--- config.mk ---
export PLATFORM = sky130hd
export DESIGN_NAME = lcd_timing_gen
export DESIGN_NICKNAME = d
export VERILOG_FILES = /design/src/rtl/lcd_tg_pkg.sv /design/src/rtl/lcd_tg_rst_sync.sv /design/src/rtl/lcd_tg_clkdiv.sv /design/src/rtl/lcd_tg_pin_sync.sv /design/src/rtl/lcd_tg_linectr.sv /design/src/rtl/lcd_tg_polarity.sv /design/src/rtl/lcd_timing_gen.sv
export SDC_FILE = /design/constraint.sdc
export NUM_CORES = 1
export LEC_CHECK = 0
export ABC_AREA = 1
export BUFFER_PORTS_ARGS = -buffer_cell sky130_fd_sc_hd__buf_2
export CORE_ASPECT_RATIO = 2
export CORE_MARGIN = 2
export CORE_UTILIZATION = 35
export CTS_BUF_LIST = sky130_fd_sc_hd__clkbuf_4 sky130_fd_sc_hd__clkbuf_8 sky130_fd_sc_hd__clkbuf_16
export CTS_CLUSTER_SIZE = 10
export DETAILED_ROUTE_END_ITERATION = 7
export PLACE_DENSITY = 0.5
export SLEW_MARGIN = 25
export SYNTH_ARGS = -nofsm -noshare
export SYNTH_HDL_FRONTEND = slang
export SYNTH_HIERARCHICAL = 1
export SYNTH_SLANG_ARGS = --single-unit
--- constraint.sdc ---
create_clock -name clk_i -period 2.3 [get_ports clk_i]
set_input_delay 0.69 -clock clk_i [delete_from_list [all_inputs] [get_ports clk_i]]
set_output_delay 0.69 -clock clk_i [all_outputs]
set_load 0.02 [all_outputs]
--- src/rtl/lcd_tg_pkg.sv ---
package lcd_tg_pkg;

  // Bundle of the three received timing pins.
  typedef struct packed {
    logic cl;
    logic flm;
    logic fr;
  } pulse_t;

endpackage

--- src/rtl/lcd_tg_rst_sync.sv ---
module lcd_tg_rst_sync #(
  parameter int unsigned STAGES = 2
) (
  input  logic clk_i,
  input  logic rst_ni,
  output logic rst_no
);

  logic [STAGES-1:0] sh_q;
  logic [STAGES-1:0] sh_d;

  always_comb begin
    sh_d = {sh_q[STAGES-2:0], 1'b1};
  end

  always_ff @(posedge clk_i or negedge rst_ni) begin
    if (!rst_ni) sh_q <= '0;
    else         sh_q <= sh_d;
  end

  assign rst_no = sh_q[STAGES-1];

endmodule

--- src/rtl/lcd_tg_clkdiv.sv ---
module lcd_tg_clkdiv #(
  parameter int unsigned DIV = 8
) (
  input  logic clk_i,
  input  logic rst_ni,
  input  logic run_i,
  output logic cl_o,
  output logic tick_o
);

  localparam int unsigned CW = (DIV > 1) ? $clog2(DIV) : 1;
  localparam logic [CW-1:0] LAST    = CW'(DIV - 1);
  localparam logic [CW-1:0] HI_FROM = CW'(DIV - DIV / 2);

  logic [CW-1:0] cnt_q;
  logic [CW-1:0] cnt_d;

  always_comb begin
    if (!run_i)             cnt_d = '0;
    else if (cnt_q == LAST) cnt_d = '0;
    else                    cnt_d = cnt_q + 1'b1;
  end

  always_ff @(posedge clk_i or negedge rst_ni) begin
    if (!rst_ni) cnt_q <= '0;
    else         cnt_q <= cnt_d;
  end

  assign tick_o = run_i && (cnt_q == LAST);
  assign cl_o   = run_i && (cnt_q >= HI_FROM);

endmodule

--- src/rtl/lcd_tg_pin_sync.sv ---
module lcd_tg_pin_sync
  import lcd_tg_pkg::*;
#(
  parameter int unsigned STAGES = 2
) (
  input  logic   clk_i,
  input  logic   rst_ni,
  input  pulse_t pins_i,
  output logic   cl_fall_o,
  output logic   flm_rise_o,
  output logic   fr_o
);

  pulse_t stg_q [STAGES];
  pulse_t stg_d [STAGES];
  logic   cl_prev_q, cl_prev_d;
  logic   flm_prev_q, flm_prev_d;

  for (genvar i = 0; i < STAGES; i++) begin : g_stage
    if (i == 0) begin : g_first
      assign stg_d[i] = pins_i;
    end else begin : g_next
      assign stg_d[i] = stg_q[i-1];
    end

    always_ff @(posedge clk_i or negedge rst_ni) begin
      if (!rst_ni) stg_q[i] <= '0;
      else         stg_q[i] <= stg_d[i];
    end
  end

  always_comb begin
    cl_prev_d  = stg_q[STAGES-1].cl;
    flm_prev_d = stg_q[STAGES-1].flm;
  end

  always_ff @(posedge clk_i or negedge rst_ni) begin
    if (!rst_ni) begin
      cl_prev_q  <= 1'b0;
      flm_prev_q <= 1'b0;
    end else begin
      cl_prev_q  <= cl_prev_d;
      flm_prev_q <= flm_prev_d;
    end
  end

  assign cl_fall_o  = cl_prev_q && !stg_q[STAGES-1].cl;
  assign flm_rise_o = !flm_prev_q && stg_q[STAGES-1].flm;
  assign fr_o       = stg_q[STAGES-1].fr;

endmodule

--- src/rtl/lcd_tg_linectr.sv ---
module lcd_tg_linectr #(
  parameter int unsigned LINES = 82,
  parameter int unsigned LW    = 7
) (
  input  logic          clk_i,
  input  logic          rst_ni,
  input  logic          master_i,
  input  logic          m_tick_i,
  input  logic          s_step_i,
  input  logic          s_zero_i,
  output logic [LW-1:0] line_o,
  output logic          wrap_o
);

  localparam logic [LW-1:0] LAST = LW'(LINES - 1);

  logic [LW-1:0] line_q;
  logic [LW-1:0] line_d;
  logic [LW-1:0] line_inc;

  always_comb begin
    line_inc = (line_q == LAST) ? '0 : line_q + 1'b1;
    line_d   = line_q;
    if (master_i) begin
      if (m_tick_i) line_d = line_inc;
    end else begin
      if (s_zero_i)      line_d = '0;
      else if (s_step_i) line_d = line_inc;
    end
  end

  always_ff @(posedge clk_i or negedge rst_ni) begin
    if (!rst_ni) line_q <= '0;
    else         line_q <= line_d;
  end

  assign line_o = line_q;
  assign wrap_o = master_i && m_tick_i && (line_q == LAST);

endmodule

--- src/rtl/lcd_tg_polarity.sv ---
module lcd_tg_polarity #(
  parameter int unsigned INV_W = 7
) (
  input  logic             clk_i,
  input  logic             rst_ni,
  input  logic             run_i,
  input  logic             tick_i,
  input  logic             wrap_i,
  input  logic             nline_en_i,
  input  logic [INV_W-1:0] nline_val_i,
  output logic             fr_o
);

  logic [INV_W-1:0] grp_q, grp_d;
  logic             fr_q, fr_d;

  always_comb begin
    grp_d = grp_q;
    fr_d  = fr_q;
    if (run_i && tick_i) begin
      if (wrap_i) begin
        grp_d = '0;
        if (!nline_en_i) fr_d = !fr_q;
      end else if (nline_en_i) begin
        if (grp_q >= nline_val_i) begin
          grp_d = '0;
          fr_d  = !fr_q;
        end else begin
          grp_d = grp_q + 1'b1;
        end
      end else begin
        grp_d = '0;
      end
    end
  end

  always_ff @(posedge clk_i or negedge rst_ni) begin
    if (!rst_ni) begin
      grp_q <= '0;
      fr_q  <= 1'b0;
    end else begin
      grp_q <= grp_d;
      fr_q  <= fr_d;
    end
  end

  assign fr_o = fr_q;

endmodule

--- src/rtl/lcd_timing_gen.sv ---
module lcd_timing_gen
  import lcd_tg_pkg::*;
#(
  parameter  int unsigned DIV         = 8,
  parameter  int unsigned LINES       = 82,
  parameter  int unsigned INV_W       = 7,
  parameter  int unsigned SYNC_STAGES = 2,
  localparam int unsigned LW          = $clog2(LINES)
) (
  input  logic             clk_i,
  input  logic             rst_ni,
  input  logic             master_i,
  input  logic             nline_en_i,
  input  logic [INV_W-1:0] nline_val_i,
  input  logic             cl_i,
  input  logic             flm_i,
  input  logic             fr_i,
  output logic             pin_oe_o,
  output logic             cl_o,
  output logic             flm_o,
  output logic             fr_o,
  output logic             dclk_o,
  output logic [LW-1:0]    line_addr_o,
  output logic             latch_o,
  output logic             pol_o
);

  logic          rst_n;
  logic          div_cl;
  logic          div_tick;
  logic          s_cl_fall;
  logic          s_flm_rise;
  logic          s_fr;
  logic [LW-1:0] line;
  logic          wrap;
  logic          fr_q;
  pulse_t        rx_pins;

  assign rx_pins = '{cl: cl_i, flm: flm_i, fr: fr_i};

  lcd_tg_rst_sync #(.STAGES(2)) u_rst (
    .clk_i (clk_i),
    .rst_ni(rst_ni),
    .rst_no(rst_n)
  );

  lcd_tg_clkdiv #(.DIV(DIV)) u_div (
    .clk_i (clk_i),
    .rst_ni(rst_n),
    .run_i (master_i),
    .cl_o  (div_cl),
    .tick_o(div_tick)
  );

  lcd_tg_pin_sync #(.STAGES(SYNC_STAGES)) u_rx (
    .clk_i     (clk_i),
    .rst_ni    (rst_n),
    .pins_i    (rx_pins),
    .cl_fall_o (s_cl_fall),
    .flm_rise_o(s_flm_rise),
    .fr_o      (s_fr)
  );

  lcd_tg_linectr #(.LINES(LINES), .LW(LW)) u_line (
    .clk_i   (clk_i),
    .rst_ni  (rst_n),
    .master_i(master_i),
    .m_tick_i(div_tick),
    .s_step_i(s_cl_fall),
    .s_zero_i(s_flm_rise),
    .line_o  (line),
    .wrap_o  (wrap)
  );

  lcd_tg_polarity #(.INV_W(INV_W)) u_pol (
    .clk_i      (clk_i),
    .rst_ni     (rst_n),
    .run_i      (master_i),
    .tick_i     (div_tick),
    .wrap_i     (wrap),
    .nline_en_i (nline_en_i),
    .nline_val_i(nline_val_i),
    .fr_o       (fr_q)
  );

  assign pin_oe_o    = master_i;
  assign cl_o        = master_i && div_cl;
  assign flm_o       = master_i && (line == '0);
  assign fr_o        = master_i && fr_q;
  assign dclk_o      = master_i && clk_i;
  assign line_addr_o = line;
  assign latch_o     = master_i ? div_tick : (s_cl_fall || s_flm_rise);
  assign pol_o       = master_i ? fr_q : s_fr;

endmodule

Word-level counts from Yosys, hierarchy flattened:

Index checks and enable logic that the tools add are counted.

* $add $sub $neg: 3
* multipliers: 0
* div/mod/pow operators: 0
* magnitude comparators: 2
* equal/unequal tests: 4
* shifts and indexed selects: 0
* multiplexer cells: 16
* bitwise logic cells: 0
* reduce and logical (&&, ||, !) cells: 20

Operators by type and width (count)
* 7-bit two-way mux: 8
* 7-bit by 1-bit adder with 7-bit output (second input constant): 2
* 1-bit logical AND: 10
* 7-bit == test (second input constant): 1
* 7-bit >= comparator: 1
* 7-bit logical NOT: 1
* 1-bit two-way mux: 6
* 3-bit two-way mux: 2
* 4-bit AND reduction: 1
* 2-bit nonzero test: 2
* 3-bit by 1-bit adder with 3-bit output (second input constant): 1
* 3-bit == test (second input constant): 1
* 3-bit >= comparator (second input constant): 1
* 1-bit logical NOT: 3
* 3-bit nonzero test: 1
* 2-bit by 1-bit != test with 1-bit output (second input constant): 1
* 2-bit != test (second input constant): 1
* 2-bit AND reduction: 1
* 1-bit logical OR: 1

* bits in registers: 28
* bits in latches: 0
* memory bits (writable): 0
* ROM bits: 0
* input port bits: 14
* output and inout port bits: 14
* logic and storage cells: 58
* memories kept: 0

Depth between registers and ports, before layout:

Gate-level depths: netlist of run 1.

* word-level depth: 6
* gate-level depth with buffers: 13
* depth with buffers taken out: 13

Hierarchy:

Netlist of run 1, hierarchy kept.

By module, submodules not included
* lcd_tg_polarity: instances 1, cells each 85, area each 625.6 sq um, sequential area each 200.2 sq um
* lcd_tg_linectr: instances 1, cells each 69, area each 500.5 sq um, sequential area each 175.2 sq um
* lcd_tg_pin_sync: instances 1, cells each 12, area each 220.2 sq um, sequential area each 200.2 sq um
* lcd_tg_clkdiv: instances 1, cells each 16, area each 141.4 sq um, sequential area each 75.1 sq um
* lcd_timing_gen: instances 1, cells each 20, area each 85.1 sq um, sequential area each 0.0 sq um
* lcd_tg_rst_sync: instances 1, cells each 3, area each 53.8 sq um, sequential area each 50.0 sq um

==> summary.md, run 1 <==
| Metric | Value |
|---|---|
| Outcome | completed |
| Final RePlAce weighted congestion | 0.778 |
| Mapped Nets | approximately 230 |
| Worst-path clk slew | about 0.090 ns |
| Most frequent cell after synthesis | nand2_1 |
| Max-cap violations | 0 |
| Synth Area in XOR/XNOR | under 10% |
| GRT Overall Usage | 14.9% |
| Initial DRT Pass Iterations | 4 |
| Sequential fraction of the synthesis area | between 40% and 50% |
| Startpoint Class | clock port |
| Largest family of logic cells by synthesized area | simple AND/OR/NAND/NOR gates |
| CP max FO | 2 |
| Post-CTS Setup Bufs | 0 |
| Synth top area cells | dfrtp_1 (43%), nand2_1 (13%), ha_1 (9.2%), inv_1 (8.3%), nor2_2 (4.6%) |
| DR vias | ~1300 |
| Chip width | between 50 and 60 um |
| Post-synthesis mux area share | 0% |
| Worst Path Arrival | 1.59 ns |
| Fin. Hold Viols | 0 |
| Core area | about 0.0046 mm^2 |
| DRC | 0 |
| Pwr dens | between 700 and 800 mW/mm^2 |
| Post-Synth Adder-Cell Area | 9.23% |
| CTS Hold Bufs | 0 |
| Initial drt markers | 17 |
| Post-DP HPWL | around 2700 um |
| Reg2reg start | u_div/cnt_q[0] |
| Die footprint | roughly 0.0052 mm^2 |
| Area of the multi-input gates | 781 um^2 |
| Leak pwr | about 0.0011 uW |
| Vias in the first global route | 1336 |
| Gr ovfl total | 0 |
| Post-synthesis compound-gate area fraction | under 10% |
| Starting Density | a little over a third |
| Final Cell Area | around 0.0020 mm^2 |
| First-pass GRT wire length | approximately 5500 um |
| Filler cell count | approximately 510 |
| #FFs+latches synth | 28 |
| Die Height | ~100 um |
| Seq. cell area | roughly 700 um^2 |
| Register-to-Register Path Depth | 12 |
| Io pins | 28 |
| Placed Instance Area | approximately 0.0018 mm^2 |
| Clk Latency, worst-skew pair | around 0.37 ns |
| Post-Route WL | about 3300 um |
| Overall Power | 1430 uW |
| Post-DR vias/cell | 4.52 |
| Count of cell types in the netlist | 24 |
| Row count | 35 |
| Share of layout cells above drive strength 1 | 30.4% |
| HP Class | in -> async |
| Ys async rst share | 100% |
| Skew final | about 0.0016 ns |
| Mean post-synth cell area | about 7.9 um^2 |
| Final layout net count | about 270 |
| Synth Flop Type | dfrtp_1 |
| Initial antenna violation count | 0 |
| Final setup violation count | 0 |
| Mapped Area | approximately 0.0016 mm^2 |
| Worst IR Drop VDD | between 0.3 and 0.4 mV |
| Simple-gate share of the synthesized area | between 30% and 40% |
| Crit path kind | clk -> out |
| Wire length per cell | around 11 um |
| Antenna Nets Post-Route | 0 |
| CP required | between 1.5 and 2 ns |
| Area leader, netlist | dfrtp_1 |
| CTS tree | done |
| Reg-to-reg endpoint | u_pol/fr_o |
| Max-slew violations | 0 |
| Synth Instances | 205 |
| Share of the synthesized area in the top cell type | between 40 and 50% |
| EDFF count, synth | 0 |
| Yosys Warn Count | 6 |
| Flop2flop setup slack | 0.62 ns |
| Port bufs | 27 |
| Number of diodes | 0 |
| Area delta synth->final | 22.1% |
| Crit end category | output pin |
| Synth top cells by count | nand2_1 (56), inv_1 (36), dfrtp_1 (28) |
| Largest net degree at the start of global routing | 27 |
## area by class of cell
type                            instances  area share [%]
Clock buffer                            7            4.73
Sequential cell                        28            35.3
Timing Repair Buffer                   28            7.62
Tap cell                               55            3.47
Multi-Input combinational cell        134            39.3
Clock inverter                          2            1.70
Inverter                               41            7.88
## per-stage QoR
step	util [%]	hold slack (ns)	setup WS (ns)	TNS (ns)	instances
after floorplan	-	0.331	0.329	0	205
after global placement	40.4	0.244	0.203	0	288
after detailed placement	40.4	0.239	0.204	0	288
after CTS	43.1	0.0685	0.00510	0	295
after global routing	43.6	0.0487	-0.00423	-0.00423	295
final	43.6	0.0809	0.0239	0	295
## sequential cells by signal (all words and copies together) (netlist names)
register	flops
u_rx/flm_prev_d	1
u_rst/sh_q	2
u_line/line_o	7
u_rx/cl_prev_q	1
u_div/cnt_q	3
u_rx/stg_d	3
u_rx/flm_prev_q	1
u_pol/grp_q	7
u_pol/fr_o	1
u_rx/fr_o	1
u_rx/cl_prev_d	1
## layout by cell type (no fill, tap or decap), types with 2 or more instances in the layout
cell / Yosys / final
nand3_1: 12 / 12
nand2_2: 4 / 7
nand3_2: 2 / 2
dfrtp_1: 28 / 28
nor2_1: 16 / 16
nor2_2: 12 / 12
o21ai_0: 4 / 4
a21oi_2: 2 / 2
nand2_1: 56 / 53
buf_6: 0 / 2
inv_2: 5 / 7
nand2_4: 2 / 2
inv_1: 36 / 34
ha_1: 12 / 10
xnor2_1: 3 / 3
buf_4: 1 / 2
clkbuf_8: 0 / 6
a21oi_1: 2 / 2
buf_2: 0 / 25
## power by group
| part | internal (uW) | switching [uW] | total (uW) |
|---|---|---|---|
| logic | 96.3 | 173 | 269 |
| clock network | 367 | 196 | 563 |
| registers | 538 | 64.6 | 602 |
| total | 1000 | 433 | 1430 |
## timing repair
action / CTS / global route
endpoints found under the setup margin: 2 / 2
pin swaps: 0 / 1
resized for setup: 4 / 8
## critical path: stages
cell and delay (ns):
clkbuf_8 0.11, clkbuf_8 0.12, nand2_2 0.05, inv_2 0.03, buf_6 0.12
## metal layers
layer  vias to the layer above  track usage (%)  share of wire, %
met5                         -                0                 0
met4                         0             10.3               3.1
met3                         9             4.17               3.8
met2                        23             28.2                59
met1                       617             12.2                34
li1                        684                -                 -
## how the worst max path moves through the flow
stage	from	end	cells after the start
global placement	master_i	latch_o	6
global route	u_div/cnt_q[0]	latch_o	7
CTS	clk_i	dclk_o	5
floorplan	clk_i	dclk_o	2
detailed placement	master_i	latch_o	6
finish	clk_i	dclk_o	5
## cell families (layout without fill, tap and decap cells)
logic type / Yosys count / count (layout)
adders and majority gates: 12 / 12
and+or+nand+nor: 106 / 106
other: 1 / 1
buffers and inverters: 43 / 78
xor gates and xnor gates: 4 / 4
DFF: 28 / 28
AOI/OAI and AO/OA: 11 / 11
(Power assumes the default switching activity.)
==> run 2: changes to the inputs <==
Settings changed: CORE_UTILIZATION 35 to 55, PLACE_DENSITY 0.5 to 0.74.
==> run 2 against run 1 <==
  * Register-to-register slack about the same
  * Combinational power fell by 3%
  * Cell count decreased by 8.8%
==> summary.md, run 2 (synthesized netlist as in run 1, its figures left out) <==
| Metric | Value |
|---|---|
| Outcome | completed |
| Initial DRT Pass Iterations | 4 (unchanged) |
| Register-to-Register Path Depth | 12 (unchanged) |
| Final setup violation count | 0 (unchanged) |
| Pwr dens | 677 mW/mm^2 (-6.3%) |
| Max-slew violations | 0 (unchanged) |
| Io pins | 28 (unchanged) |
| CTS tree | done |
| DR vias | 1318 (-1.1%) |
| Gr ovfl total | 0 (unchanged) |
| DRC | 0 (unchanged) |
| Routed length on met3 | 88 um (-31%) |
| Seq. cell area | 701 um^2 (unchanged) |
| Share of layout cells above drive strength 1 | 28.9% (-1.5 points) |
| Area of the multi-input gates | 763 um^2 (-2.2%) |
| Post-DR vias/cell | 4.90 (+8.4%) |
| Final layout net count | 267 (unchanged) |
| Crit-path slowest cell | clkbuf_8 |
| Number of diodes | 0 (unchanged) |
| CP max FO | 2 (unchanged) |
| Final RePlAce weighted congestion | 0.732 (-5.9%) |
| Worst-path clk slew | 0.08 ns (about the same) |
| Filler cell count | 244 (-52%) |
| Post-DP HPWL | 2180 um (-18%) |
| Post-Route WL | 2840 um (-14%) |
| Leak pwr | 0.00113 uW (-1.0%) |
| Most frequent cells in the layout | nand2_1 (55), inv_1 (34), dfrtp_1 (28), buf_2 (25), nor2_1 (16) |
| Die Height | 80.9 um (-19%) |
| Inst Count DP | 262 (-9.0%) |
| Initial drt markers | 21 (+4) |
| Worst Path Arrival | 1.58 ns (about the same) |
| Family with the most delay on the worst path | buffers and inverters |
| Met2 wire length | 1380 um (-30%) |
| Wire length per cell | 10.6 um (-5.9%) |
| Reg-to-reg endpoint | u_pol/fr_o |
| First-pass GRT wire length | 4900 um (-11%) |
| Core area | 0.00287 mm^2 (-37%) |
| Reg2reg start | u_div/cnt_q[0] |
| Crit path kind | clk -> out |
| Fin. Hold Viols | 0 (unchanged) |
| Area delta synth->final | 17.2% |
| Top sig layer | met4 |
| Most frequent CP cell | clkbuf_8 |
| Slowest stage delay, CP | 0.12 ns (about the same) |
| Initial antenna violation count | 0 (unchanged) |
| Antenna Nets Post-Route | 0 (unchanged) |
| Row count | 28 (-20%) |
| Clk Latency, worst-skew pair | 0.36 ns (about the same) |
| GRT Overall Usage | 18.5% (+3.6 points) |
| Worst IR Drop VDD | 0.530 mV (+51%) |
| Skew final | 0.00224 ns (+0.000611 ns) |
| Final std cells w/o fill | 269 (-8.8%) |
| Largest net degree at the start of global routing | 20 (-26%) |
| Starting Density | 56.6% (+21 points) |
| Chip width | 42.5 um (-19%) |
| Vias in the first global route | 1229 (-8.0%) |
| Commonest non-fill, non-tap cell in the layout | nand2_1 |
| Max-cap violations | 0 (unchanged) |
| Port bufs | 27 (unchanged) |
| Flop2flop setup slack | 0.63 ns (about the same) |
| Cell chain of the critical path | clkbuf_8, clkbuf_8, nand2_2, inv_2, buf_6 |
| Die footprint | 0.00343 mm^2 (-34%) |
| Hold WS | 0.0906 ns (+0.00968 ns) |
| HP Class | in -> async |
| M1 wire length | 1330 um (+19%) |
| Worst Path Buf+Inv | 4 (unchanged) |
| CTS Hold Bufs | 0 (unchanged) |
| Startpoint Class | clock port |
| Crit end category | output pin |
| CP required | 1.61 ns (about the same) |
-- run 2: changes by cell type in the layout (fill, tap and decap cells not counted), sizes merged --
cell    previous run  this run
bufinv             1         0
-- run 2: area by class of cell --
type | count | area share (%)
clock inverters | 1 | 0.197
well taps | 30 | 1.97
repair buffers | 28 | 7.94
flip-flops and latches | 28 | 36.7
clock buffers | 7 | 4.92
inverters | 41 | 8.20
multi-input cells | 134 | 40.0
-- run 2: through the flow --
step / TNS, ns / util [%] / instance area [um^2] / power, uW / setup WS [ns]
2_1_floorplan: 0 / - / 1630 / 801 / 0.329
3_3_place_gp: 0 / 62.6 / 1800 / 890 / 0.197
3_5_place_dp: 0 / 62.6 / 1800 / 898 / 0.176
4_1_cts: 0 / 65.7 / 1890 / 1300 / 0.0102
5_1_grt: -0.0277 / 66.4 / 1910 / 1370 / -0.0277
6_report: 0 / 66.4 / 1910 / 1290 / 0.0259
-- run 2: where the power goes --
group / internal [uW] / total (uW) / switching [uW]
sequential: 538 / 602 / 63.7
combinational: 94.5 / 261 / 167
clock: 251 / 427 / 176
total: 884 / 1290 / 406
-- run 2: worst reg2reg max path: cells and delay by family, from the launching register on --
| kind | cells | cell delay (ns) |
|---|---|---|
| adder cells (fa/ha/maj) | 2 | 0.38 |
| AND/OR/NAND/NOR | 9 | 0.74 |
| flip-flops | 1 | 0.40 |
| buffers and inverters | 1 | 0.06 |
-- run 2: layer usage --
| layer | track usage [%] | vias to the layer above |
|---|---|---|
| met1 | 23.1 | 605 |
| li1 | - | 690 |
| met3 | 3.78 | 4 |
| met2 | 29.4 | 19 |
| met5 | 0 | - |
| met4 | 10.3 | 0 |
-- run 2: worst max path at each step --
stage | slack (ns) | end | from | cells after the start
floorplan | 0.33 | dclk_o | clk_i | 2
global placement | 0.20 | latch_o | master_i | 6
detailed placement | 0.18 | latch_o | master_i | 6
CTS | 0.01 | dclk_o | clk_i | 5
global route | -0.03 | latch_o | u_div/cnt_q[0] | 7
finish | 0.03 | dclk_o | clk_i | 5
-- run 2: repair_timing --
action | in CTS | in global routing
cloned | 0 | 0
resized for setup | 2 | 6
setup buffers | 0 | 1
setup endpoints to repair | 1 | 2
